===== src/rtl/sig_loss_pkg.sv =====
package sig_loss_pkg;

  // Strobes from the datapath to the control
  typedef struct packed {
    logic quietHit;   // one bit too many without a transition
    logic frameEnd;   // last edge of the observation frame
    logic clearHit;   // frame end with enough transitions
  } lossStat_t;

  // Strobes from the control to the datapath
  typedef struct packed {
    logic forceZero;  // hold outgoing data low
  } lossCtl_t;

endpackage


===== src/rtl/sig_loss_dp.sv =====
module sig_loss_dp
  import sig_loss_pkg::*;
#(
  parameter int RUN_LIMIT = 128,
  parameter int WIN       = 128,
  parameter int EDGE_MIN  = 16
) (
  input  logic      clk,
  input  logic      rst,
  input  logic      sdIn,
  input  lossCtl_t  ctl,
  output lossStat_t stat,
  output logic      dataOut
);

  localparam int QW = $clog2(RUN_LIMIT + 1);
  localparam int FW = (WIN > 2) ? $clog2(WIN) : 1;
  localparam int EW = $clog2(WIN + 1);

  logic          prevBit;
  logic          edgeNow;
  logic [QW-1:0] quietCnt;
  logic [FW-1:0] frameCnt;
  logic [EW-1:0] edgeCnt;
  logic [EW-1:0] edgeTotal;

  assign edgeNow   = sdIn ^ prevBit;
  assign edgeTotal = edgeCnt + EW'(edgeNow);

  assign stat.frameEnd = (frameCnt == FW'(WIN - 1));
  assign stat.quietHit = !edgeNow && (quietCnt == QW'(RUN_LIMIT));
  assign stat.clearHit = stat.frameEnd && (edgeTotal > EW'(EDGE_MIN));

  always_ff @(posedge clk) begin
    if (rst) begin
      prevBit  <= 1'b0;
      quietCnt <= '0;
      frameCnt <= '0;
      edgeCnt  <= '0;
    end else begin
      prevBit <= sdIn;
      if (edgeNow)
        quietCnt <= '0;
      else if (quietCnt != QW'(RUN_LIMIT))
        quietCnt <= quietCnt + QW'(1);
      if (stat.frameEnd) begin
        frameCnt <= '0;
        edgeCnt  <= '0;
      end else begin
        frameCnt <= frameCnt + FW'(1);
        edgeCnt  <= edgeTotal;
      end
    end
  end

  assign dataOut = ctl.forceZero ? 1'b0 : sdIn;


  frame_gap_chk: assert property (@(posedge clk) disable iff (rst)
    stat.frameEnd |=> !stat.frameEnd);


  quiet_bound_chk: assert property (@(posedge clk) disable iff (rst)
    quietCnt <= QW'(RUN_LIMIT));

endmodule


===== src/rtl/sig_loss_ctrl.sv =====
module sig_loss_ctrl
  import sig_loss_pkg::*;
(
  input  logic      clk,
  input  logic      rst,
  input  logic      enN,
  input  logic      faultN,
  input  lossStat_t stat,
  output lossCtl_t  ctl,
  output logic      lossFlag
);

  logic lossInt;

  always_ff @(posedge clk) begin
    if (rst)
      lossInt <= 1'b1;
    else if (stat.quietHit)
      lossInt <= 1'b1;
    else if (stat.clearHit)
      lossInt <= 1'b0;
  end

  assign lossFlag      = !faultN || (!enN && lossInt);
  assign ctl.forceZero = lossFlag;


  declare_chk: assert property (@(posedge clk) disable iff (rst)
    stat.quietHit |=> lossInt);


  clear_cause_chk: assert property (@(posedge clk) disable iff (rst)
    $fell(lossInt) |-> $past(stat.clearHit));


  hold_chk: assert property (@(posedge clk) disable iff (rst)
    (!stat.quietHit && !stat.clearHit) |=> $stable(lossInt));

endmodule


===== src/rtl/sig_loss_mon.sv =====
module sig_loss_mon
  import sig_loss_pkg::*;
#(
  parameter int RUN_LIMIT = 128,
  parameter int WIN       = 128,
  parameter int EDGE_MIN  = 16
) (
  input  logic clk,
  input  logic rst,
  input  logic sdIn,
  input  logic enN,
  input  logic faultN,
  output logic lossFlag,
  output logic dataOut
);

  lossStat_t stat;
  lossCtl_t  ctl;

  sig_loss_dp #(
    .RUN_LIMIT (RUN_LIMIT),
    .WIN       (WIN),
    .EDGE_MIN  (EDGE_MIN)
  ) u_dp (
    .clk     (clk),
    .rst     (rst),
    .sdIn    (sdIn),
    .ctl     (ctl),
    .stat    (stat),
    .dataOut (dataOut)
  );

  sig_loss_ctrl u_ctrl (
    .clk      (clk),
    .rst      (rst),
    .enN      (enN),
    .faultN   (faultN),
    .stat     (stat),
    .ctl      (ctl),
    .lossFlag (lossFlag)
  );


  gate_chk: assert property (@(posedge clk) disable iff (rst)
    lossFlag |-> !dataOut);


  fault_chk: assert property (@(posedge clk) disable iff (rst)
    !faultN |-> !dataOut);


  pass_chk: assert property (@(posedge clk) disable iff (rst)
    (enN && faultN) |-> (dataOut == sdIn));

endmodule


===== config.mk =====
export PLATFORM = sky130hd
export DESIGN_NAME = sig_loss_mon
export DESIGN_NICKNAME = d
export VERILOG_FILES = /design/src/rtl/sig_loss_pkg.sv /design/src/rtl/sig_loss_dp.sv /design/src/rtl/sig_loss_ctrl.sv /design/src/rtl/sig_loss_mon.sv
export SDC_FILE = /design/constraint.sdc
export NUM_CORES = 1
export LEC_CHECK = 0
export BUFFER_PORTS_ARGS = -buffer_cell sky130_fd_sc_hd__buf_4
export CORE_UTILIZATION = 50
export DETAILED_ROUTE_END_ITERATION = 8
export PLACE_DENSITY = 0.73
export SLEW_MARGIN = 20
export SYNTH_ARGS = -nofsm -noshare
export SYNTH_HDL_FRONTEND = slang
export SYNTH_SLANG_ARGS = --single-unit

===== constraint.sdc =====
create_clock -name clk -period 2.1 [get_ports clk]
set_clock_uncertainty 0.2 [all_clocks]
set_input_delay 0.105 -clock clk [delete_from_list [all_inputs] [get_ports clk]]
set_output_delay 0.105 -clock clk [all_outputs]
set_load 0.02 [all_outputs]

# Word-level counts from Yosys, hierarchy flattened
# Index checks and enable logic that the tools add are counted.
# op_classes
reduce_logical	10
muxes	1
order_cmp	1
eq_ne	3
n_bitwise	1
add_sub_neg	3
# ops
operator	n
$add A8 B1 Y8	1
$add A8 B1 Y8 const B	1
$eq A8 B8 Y1 const B	1
$gt A8 B5 Y1 const B	1
$ne A8 B8 Y1 const B	1
$add A7 B1 Y7 const B	1
$eq A7 B7 Y1 const B	1
$reduce_or A2 Y1	3
$logic_and A1 B1 Y1	3
$logic_not A1 Y1	3
$logic_or A1 B1 Y1	1
$mux W1	1
$xor A1 B1 Y1	1
# totals
regBits	25
in_bits	5
wordCells	24

# Logic depth before layout (Yosys ltp)
# Gate-level depths: netlist of the first run.
# depth
depth_word	4
depth_mapped	8

# Modules after synthesis
# A second synthesis of the first run with hierarchy kept.
# hier_totals
hier_cells	124
hier_area_um2	1111.1
# by_module_without_submodules
module	cells_per_inst	area_each_um2	seq_area_each_um2	n_inst
sig_loss_dp	118	1066.0	480.5	1
sig_loss_ctrl	6	45.0	20.0	1

# Least setup slack after synthesis of the first run
# OpenSTA, ideal clock, no wires.
# synth_path
kind	register to register
startpoint	reg u_dp.prevBit
endpoint	reg u_ctrl.lossInt
t_arrival_ps	1829
setup_ps	79
stages_incl_launch_ff	8
path_slack_ps	-7
synth_period_minus_slack_ps	2107
cell_sequence	dfxtp_1 xor2_1 ha_1 ha_1 or4bb_1 a31oi_1 o31ai_1 o221ai_2
# synth_via
elab_chain_cells	4
# synth_rtl
element	line	text
start: declaration	sig_loss_dp.sv:20	logic prevBit;
start signal: assignment	sig_loss_dp.sv:41	prevBit <= sdIn;
$xor A1 B1 Y1	sig_loss_dp.sv:27	assign edgeNow = sdIn ^ prevBit;
$add A8 B1 Y8	sig_loss_dp.sv:28	assign edgeTotal = edgeCnt + EW'(edgeNow);
net u_dp.edgeTotal[1]	sig_loss_dp.sv:25	logic [EW-1:0] edgeTotal;
$gt A8 B5 Y1	sig_loss_dp.sv:32	assign stat.clearHit = stat.frameEnd && (edgeTotal > EW'(EDGE_MIN));
$logic_and A1 B1 Y1	sig_loss_dp.sv:32	
end signal: assignment	sig_loss_ctrl.sv:17	lossInt <= 1'b1;
end signal: assignment	sig_loss_ctrl.sv:19	lossInt <= 1'b1;
end signal: assignment	sig_loss_ctrl.sv:21	lossInt <= 1'b0;
end: declaration	sig_loss_ctrl.sv:13	logic lossInt;
# The timed path passes the listed nets, and every way through them passes these cells.
# A chain may end at the register's enable or synchronous reset.

# Final worst setup path of the first run
# Same ends and word-level chain as after synthesis.

==> results.py, run 1 <==
metrics = {
    "synth": {
        "synth_mux_area_share_pct": 0,
        "synthSimpleGateAreaFrac_pct": 23.8,
        "synth_top_area_share_pct": 43.3,
        "synth_cell_types": 30,
        "synthesis.area_sq_um": 1150,
        "syn_inst": 129,
        "synth-xor-area-share_pct": 14.4,
        "synthAdderAreaFrac_pct": 5.42,
        "synth_top_flop_cell": "dfxtp_1",
        "synth_warnings": 0,
        "synth_compound_area_share_pct": 8.56,
        "synth_edf_count": 0,
        "avgSynthCellArea_sq_um": 8.95,
        "netlist_top_cells_area": "dfxtp_1 43%, xor2_1 9.1%, nor2_1 8.5%",
        "syn_nets": 139,
        "synth_top_family_by_area": "simple AND/OR/NAND/NOR gates",
        "ys_ff_latch": 25,
        "async_flop_share_pct": 0,
        "ys_seq_area_share_pct": 43.3,
        "synth_top_cell_by_area": "dfxtp_1",
    },
    "sta": {
        "max_slew_margin_pct": 70.0,
        "period_share_pct": 99.0,
        "setup_viol": 0,
        "finalHoldViolCount": 0,
        "fin_crit_ps": 2080,
        "fmax_mhz": 481,
        "slew_violations": 0,
        "worst_pin_slew_ps": 450,
        "rsz0062_at_grt": "true",
    },
    "global_routing": {
        "grt_overflow": 0,
        "grt_pass1_wl_mm": 3.53,
        "grt_pass1_vias": 846,
        "grt_antenna_before_repair": 0,
        "grtUsageTotal_pct": 17.8,
        "grt_max_degree": 14,
    },
    "clocking": {
        "cts-htree-levels": 1,
        "insertion_delay_ps": 310,
        "clock_path_buffers": 2,
        "clockRootBuffer": "clkbuf_4",
        "cts.clk_slew.worst_paths_ps": 130,
        "cts_made_buffers": 3,
        "cts_tree": "done",
        "cts.sink_count": 25,
    },
    "final_layout": {
        "layout-drive-gt1-share_pct": 14.7,
        "nFillCells": 179,
        "n_antenna_cell": 0,
        "final_cell_mix": "26 x nor2_1, 24 x dfxtp_1, 11 x nand3_1, 11 x xor2_1, 11 x buf_4",
        "fin_nets": 154,
        "fin_cells": 171,
        "layout_commonest_cell": "nor2_1",
        "multi_input_area_sq_um": 626,
        "syn2layout_area_growth_pct": 14.4,
        "register_area_sq_um": 502,
    },
    "drt": {
        "wl_mm": 1.93,
        "antenna_left": 0,
        "via_per_inst": 5.05,
        "first_iter_violations": 12,
        "vias": 863,
        "drcViolationCount": 0,
        "firstDrtPassIters": 4,
        "wl_per_cell_um": 11.3,
    },
    "critical_path": {
        "crit_buf_inv": 0,
        "end_kind": "flop",
        "worstPathRequired_ps": 2150,
        "crit_path_start": "u_dp.prevBit",
        "r2r-start": "u_dp.prevBit",
        "critPathSlowestCell": "or4bb_1",
        "cp_cell_sequence": "xor2_2, ha_2, ha_4, or4bb_1, a31oi_1, o31ai_1, o221ai_2",
        "timing_worst_setup_path_type": "flop to flop",
        "cp_top_family": "simple AND/OR/NAND/NOR gates",
        "cpPeakStageDelay_ps": 500,
        "path_max_fanout": 4,
        "startpoint_type": "flop",
        "cp.arrival_ps": 2130,
    },
    "job": {
        "drv_cap": 0,
    },
    "placed_design": {
        "gp_congestion": 0.796,
        "placed_cells": 163,
        "hpwl_mm": 1.35,
        "port_buffers": 6,
    },
    "floorplanning": {
        "die_y_um": 50.1,
        "initial_core_util_pct": 52.7,
        "die_w_um": 50.1,
        "core_area_sq_um": 2190,
        "ios": 7,
        "num_rows": 17,
        "die-area_sq_um": 2510,
    },
    "run_status": {
        "status": "finished, final reports clean",
    },
    "min_path": {
        "hold_class": "input pin to flop",
        "min_from": "sdIn",
    },
    "pwr": {
        "p_per_area_nw_per_um2": 620,
        "fin_total_pwr_uw": 819,
        "p_leak_uw": 0.000521,
        "vdd.ir_drop.worst_v": 0.000429,
    },
}
state kept, by name (all words and copies together) (netlist names):
name,count
u_dp.prevBit,1
u_ctrl.lossInt,1
u_dp.quietCnt,8
u_dp.edgeCnt,8
u_dp.frameCnt,7
cells by family after synthesis:
family / count (synthesis)
buffers and inverters: 11
XOR/XNOR: 19
flip-flops: 25
AO/OA/AOI/OAI: 12
AND/OR/NAND/NOR: 57
adder cells (fa/ha/maj): 5
what timing repair did:
| action | in CTS | in global routing |
|---|---|---|
| resized for setup | 3 | 0 |
| setup buffers | 2 | 0 |
| pin swaps | 2 | 1 |
| endpoints found under the setup margin | 1 | 1 |
| cloned | 0 | 0 |
| endpoints found under the hold margin | 8 | 0 |
| hold buffers | 2 | 0 |
final cells by class:
| class | count | area share (%) |
|---|---|---|
| well taps | 28 | 2.65 |
| inverters | 8 | 2.27 |
| flip-flops and latches | 25 | 38.0 |
| multi-input cells | 93 | 47.3 |
| repair buffers | 13 | 7.77 |
| clock buffers | 4 | 1.99 |
through the flow:
stage / util (%) / TNS [ps] / setup WS [ps] / hold WS (ps) / instance area, sq um
global placement: 56.5 / 0 / 29.5 / 119 / 1240
detailed placement: 56.5 / -37.7 / -37.7 / 122 / 1240
floorplan: - / 0 / 19.6 / -28.3 / 1160
CTS: 60.3 / 0 / 35.2 / 147 / 1320
global route: 60.3 / -114 / -114 / 189 / 1320
finish: 60.3 / 0 / 20.7 / 172 / 1320
per-layer routing:
layer  up-vias  track usage [%]  share of wire (%)
met3         5             1.85                1.9
li1        457                -                  -
met2         9             29.8                 47
met4         0             7.62                1.6
met5         -                0                  0
met1       392             22.9                 49
path summary, 6_finish.rpt:
check,slack [ps],cells after the start,end
setup / recovery,20,7,u_ctrl.lossInt
hold reg to reg,280,1,u_dp.frameCnt[0]
setup reg to reg,20,7,u_ctrl.lossInt
hold / removal,170,5,u_dp.edgeCnt[0]
worst register-to-register path, delay by kind of cell (launching register included):
family | cells | cell delay [ps]
xor gates and xnor gates | 1 | 180
DFF | 1 | 350
and+or+nand+nor | 1 | 500
AOI/OAI and AO/OA | 3 | 360
adders and majority gates | 2 | 440
Yosys cell counts (2+ instances only):
library cell	count
a21oi_1	3
ha_1	5
xnor2_1	7
buf_2	2
and3_1	2
inv_1	8
nand3_1	11
dfxtp_1	25
nand4_1	2
nor2_1	26
xor2_1	12
nor3_1	2
nand2_1	5
and2_1	2
a211o_1	2
power breakdown:
part,leakage [uW],internal (uW),switching [uW],total (uW)
registers,0.000203,489,15.3,505
clock network,0.0000150,74.2,137,211
logic,0.000303,57.0,46.7,104
No activity file was read; power rests on OpenSTA's default activity.
==> run 2: changes to the inputs <==
- BUFFER_PORTS_ARGS: -buffer_cell sky130_fd_sc_hd__buf_4 -> -buffer_cell sky130_fd_sc_hd__clkbuf_2
- PLACE_DENSITY: 0.73 -> 0.71
- clock period: 2.1 -> 2.2 ns (I/O delays scaled with it)
==> run 2 against run 1 <==
Net effect: count of clock-buffer cells in the layout shrank 1; cell count down 1.2%; hold slack better by 37 ps; utilization is 0.97 points lower; die area did not move; routed wire length rose by 1.4%; sequential power shrank 4.6%; via count unchanged; flip-flop and latch count is the same; first-iteration DRC count increased by 8.3%.
==> results.py, run 2 (synthesized netlist as in run 1, its figures left out) <==
metrics = {
    "sta": {
        "worst_pin_slew_ps": 441,
        "fmax_mhz": 479,
        "period_share_pct": 94.9,
        "rsz0062_at_grt": "true",
        "setup_viol": 0,
        "max_slew_margin_pct": 70.6,
        "finalHoldViolCount": 0,
        "setup_ws_ps": 111,
        "fin_crit_ps": 2090,
        "setup_tns_ps": 0,
        "slew_violations": 0,
    },
    "final_layout": {
        "finalInstanceArea_sq_um": 1300,
        "layout-drive-gt1-share_pct": 15.6,
        "fin_nets": 152,
        "n_antenna_cell": 0,
        "fin_cells": 169,
        "layout_commonest_cell": "nor2_1",
        "final_cell_mix": "26 x nor2_1, 24 x dfxtp_1, 11 x nand3_1, 11 x xor2_1, 8 x inv_1",
        "multi_input_area_sq_um": 633,
        "nFillCells": 203,
        "register_area_sq_um": 502,
        "top_regs": "u_dp.edgeCnt x8, u_dp.quietCnt x8, u_dp.frameCnt x7",
        "syn2layout_area_growth_pct": 12.6,
    },
    "pwr": {
        "p_per_area_nw_per_um2": 595,
        "p_leak_uw": 0.000510,
        "fin_total_pwr_uw": 774,
        "vdd.ir_drop.worst_v": 0.000434,
    },
    "floorplanning": {
        "die_w_um": 50.1,
        "num_rows": 17,
        "initial_core_util_pct": 52.7,
        "die-area_sq_um": 2510,
        "ios": 7,
        "core_area_sq_um": 2190,
        "die_y_um": 50.1,
    },
    "run_status": {
        "status": "finished, final reports clean",
    },
    "critical_path": {
        "worstPathRequired_ps": 2240,
        "end_kind": "flop",
        "timing_worst_setup_path_type": "flop to flop",
        "startpoint_type": "flop",
        "r2r-start": "u_dp.prevBit",
        "r2r-end": "u_ctrl.lossInt",
        "path_max_fanout": 4,
        "cp.arrival_ps": 2130,
        "crit_path_start": "u_dp.prevBit",
        "r2r_setup_slack_ps": 110,
        "reg2reg_depth": 7,
        "crit_path_end": "u_ctrl.lossInt",
    },
    "drt": {
        "wl_per_cell_um": 11.6,
        "antenna_left": 0,
        "firstDrtPassIters": 3,
        "drcViolationCount": 0,
        "wl_mm": 1.96,
        "first_iter_violations": 13,
        "vias": 863,
        "via_per_inst": 5.11,
    },
    "global_routing": {
        "grt_antenna_before_repair": 0,
        "grt_pass1_vias": 794,
        "grt_max_degree": 15,
        "grt_pass1_wl_mm": 3.33,
        "grtUsageTotal_pct": 17.7,
        "grt_overflow": 0,
    },
    "placed_design": {
        "placed_cells": 162,
        "place_area_sq_um": 1210,
        "pre_cts_ws_ps": 28.2,
        "gp_congestion": 0.792,
        "hpwl_mm": 1.40,
        "port_buffers": 6,
    },
    "clocking": {
        "cts.sink_count": 25,
        "cts-htree-levels": 1,
        "cts.clk_slew.worst_paths_ps": 130,
        "cts_made_buffers": 3,
        "clockRootBuffer": "clkbuf_4",
        "cts_tree": "done",
        "clock_path_buffers": 2,
        "insertion_delay_ps": 300,
    },
    "job": {
        "drv_cap": 0,
    },
    "min_path": {
        "hold_class": "input pin to flop",
    },
}
-- run 2: how the worst min path moves through the flow --
stage          from          endpoint  slack (ps)  depth (start not counted)
2_1_floorplan   rst      u_dp.prevBit         -20                          1
3_3_place_gp    rst  u_dp.frameCnt[2]         170                          2
3_5_place_dp    rst      u_dp.prevBit         180                          2
4_1_cts        sdIn    u_ctrl.lossInt         190                          5
5_1_grt        sdIn   u_dp.edgeCnt[0]         220                          5
6_report       sdIn  u_dp.quietCnt[1]         210                          5
-- run 2: per-stage QoR --
step           util (%)  hold slack (ps)
2_1_floorplan         -            -23.3
3_5_place_dp       55.4              176
5_1_grt            59.3              215
4_1_cts            57.6              185
3_3_place_gp       55.4              169
6_report           59.3              210
-- run 2: layer usage --
| metal | GRT usage, % | vias to the layer above | part of all wire [%] |
|---|---|---|---|
| met1 | 23.2 | 404 | 51 |
| met2 | 28.4 | 2 | 47 |
| li1 | - | 455 | - |
| met4 | 7.14 | 0 | 0.87 |
| met3 | 2.78 | 2 | 1.2 |
| met5 | 0 | - | 0 |
-- run 2: timing repair --
action,4_1_cts,5_1_grt
endpoints found under the hold margin,8,0
hold buffers,2,0
setup endpoints to repair,0,1
setup buffers,0,1
gates resized for setup,0,7
-- run 2: area by class of cell --
type | instances | area share (%)
multi-input cells | 93 | 48.7
flip-flops and latches | 25 | 38.6
repair buffers | 11 | 5.58
well taps | 28 | 2.69
inverters | 8 | 2.31
clock buffers | 3 | 1.73
clock inverters | 1 | 0.385
-- run 2: worst max-delay path, cell delays in order (launching register included) --
cell and delay (ps):
dfxtp_2 360, xor2_2 160, ha_2 220, ha_4 210, or4bb_1 460, a31oi_1 170, o31ai_1 110, o221ai_2 140
-- run 2: report_power, final --
part	switching (uW)	internal, uW
combinational	44.6	53.1
sequential	14.8	467
clock	127	67.7
total	186	588
==> run 3: changes to the inputs <==
- CELL_PAD_IN_SITES_DETAIL_PLACEMENT: unset -> 1
- CELL_PAD_IN_SITES_GLOBAL_PLACEMENT: unset -> 1
- CORE_UTILIZATION: 50 -> 44
- MAX_ROUTING_LAYER: unset -> met4
- PLACE_DENSITY: 0.71 -> 0.78
==> run 3 against run 2 <==
Net effect: flip-flop and latch count did not move; cell count rose by 1.2%; utilization fell by 6.8 points; sequential share of layout area barely moved; setup slack got worse by 43 ps; first-iteration DRC count fell by 54%; combinational power rose by 5%; power rose by 2.4%; critical path depth did not move; largest power group unchanged.
==> results.py, run 3 (synthesized netlist as in run 1, its figures left out) <==
metrics = {
    "critical_path": {
        "cpPeakStageDelay_ps": 490,
        "path_max_fanout": 4,
        "critPathSlowestCell": "or4bb_1",
        "timing_worst_setup_path_type": "flop to flop",
        "cp_cell_sequence": "xor2_2, ha_2, ha_4, or4bb_1, a31oi_1, o31ai_1, o221ai_2",
        "end_kind": "flop",
        "cp.arrival_ps": 2190,
        "startpoint_type": "flop",
        "worstPathRequired_ps": 2260,
    },
    "clocking": {
        "cts.sink_count": 25,
        "cts_tree": "done",
        "cts-htree-levels": 1,
        "clock_path_buffers": 2,
        "insertion_delay_ps": 320,
        "cts.clk_slew.worst_paths_ps": 130,
        "clockRootBuffer": "clkbuf_4",
        "cts_made_buffers": 3,
    },
    "sta": {
        "setup_ws_ps": 68.1,
        "worst_pin_slew_ps": 431,
        "fmax_mhz": 469,
        "slew_violations": 0,
        "max_slew_margin_pct": 71.2,
        "setup_viol": 0,
        "hold_ws_ps": 190,
        "finalHoldViolCount": 0,
        "period_share_pct": 96.9,
        "setup_tns_ps": 0,
        "fin_crit_ps": 2130,
    },
    "final_layout": {
        "layout-drive-gt1-share_pct": 14.9,
        "layout_commonest_cell": "nor2_1",
        "fin_nets": 152,
        "top_regs": "u_dp.edgeCnt x8, u_dp.quietCnt x8, u_dp.frameCnt x7",
        "finalInstanceArea_sq_um": 1300,
        "syn2layout_area_growth_pct": 12.7,
        "n_antenna_cell": 0,
        "nFillCells": 305,
        "final_cell_mix": "26 x nor2_1, 24 x dfxtp_1, 11 x nand3_1, 11 x xor2_1, 8 x inv_1",
    },
    "global_routing": {
        "grt_pass1_vias": 869,
        "grt_max_degree": 14,
        "grt_pass1_wl_mm": 3.84,
        "grt_antenna_before_repair": 0,
        "grtUsageTotal_pct": 19.8,
        "grt_overflow": 0,
    },
    "pwr": {
        "p_leak_uw": 0.000509,
        "p_per_area_nw_per_um2": 609,
        "fin_total_pwr_uw": 793,
        "vdd.ir_drop.worst_v": 0.000400,
    },
    "placed_design": {
        "gp_congestion": 0.765,
        "hpwl_mm": 1.76,
        "port_buffers": 6,
        "place_area_sq_um": 1220,
        "pre_cts_ws_ps": -6.42,
    },
    "drt": {
        "drcViolationCount": 0,
        "antenna_left": 0,
        "first_iter_violations": 6,
        "wl_per_cell_um": 14.6,
        "vias": 905,
        "wl_mm": 2.50,
        "via_per_inst": 5.29,
        "firstDrtPassIters": 3,
    },
    "run_status": {
        "status": "finished, final reports clean",
    },
    "floorplanning": {
        "die_y_um": 53.2,
        "num_rows": 18,
        "die-area_sq_um": 2830,
        "core_area_sq_um": 2480,
        "initial_core_util_pct": 46.6,
        "ios": 7,
        "die_w_um": 53.2,
    },
    "min_path": {
        "hold_class": "input pin to flop",
    },
    "job": {
        "drv_cap": 0,
    },
}
[run 3: changes by cell type in the layout (fill, tap and decap cells not counted), sizes merged]
cell,delta
clkinv,-1
clkbuf,+1
[run 3: what timing repair did]
action | CTS | global route
buffers inserted | 1 | 0
endpoints found under the setup margin | 1 | 1
hold buffers | 2 | 0
endpoints found under the hold margin | 8 | 0
gates resized for setup | 1 | 5
[run 3: area by class of cell]
class / count / area [sq um] / share of cell area (%)
multi-input combinational: 93 / 633 / 48.7
timing repair buffer: 11 / 72.6 / 5.58
tap: 30 / 37.5 / 2.88
sequential: 25 / 502 / 38.6
clock buffer: 4 / 26.3 / 2.02
inverter: 8 / 30.0 / 2.31
[run 3: report_power, final]
group / leakage (uW) / internal, uW / switching, uW / total [uW]
combinational: 0.000291 / 53.1 / 50.0 / 103
sequential: 0.000203 / 467 / 15.9 / 483
clock: 0.0000150 / 71.0 / 136 / 206
total: 0.000509 / 591 / 201 / 793
[run 3: worst paths after layout]
check	depth (start not counted)	slack (ps)	from	to
worst max-delay path	7	70	u_dp.prevBit	u_ctrl.lossInt
worst min-delay path	5	190	sdIn	u_dp.edgeCnt[0]
worst max register to register	7	70	u_dp.prevBit	u_ctrl.lossInt
worst min register to register	1	290	u_dp.frameCnt[0]	u_dp.frameCnt[0]
[run 3: per-layer routing]
| metal | global-route usage, % | wire length [um] |
|---|---|---|
| met1 | 22.1 | 1080 |
| met2 | 33.1 | 1340 |
| met3 | 3.45 | 31 |
| met4 | 10.5 | 40 |
| met5 | - | 0 |
[run 3: stage by stage]
step / instances / util [%]
floorplan: 129 / -
global placement: 164 / 49.1
CTS: 171 / 51.4
global route: 171 / 52.5
finish: 171 / 52.5
detailed placement: 164 / 49.1
[run 3: critical path, delay by kind of cell (launching register included)]
kind | cells | cell delay [ps]
AO/OA/AOI/OAI | 3 | 400
XOR/XNOR | 1 | 180
adder cells (fa/ha/maj) | 2 | 440
flip-flops | 1 | 350
AND/OR/NAND/NOR | 1 | 490
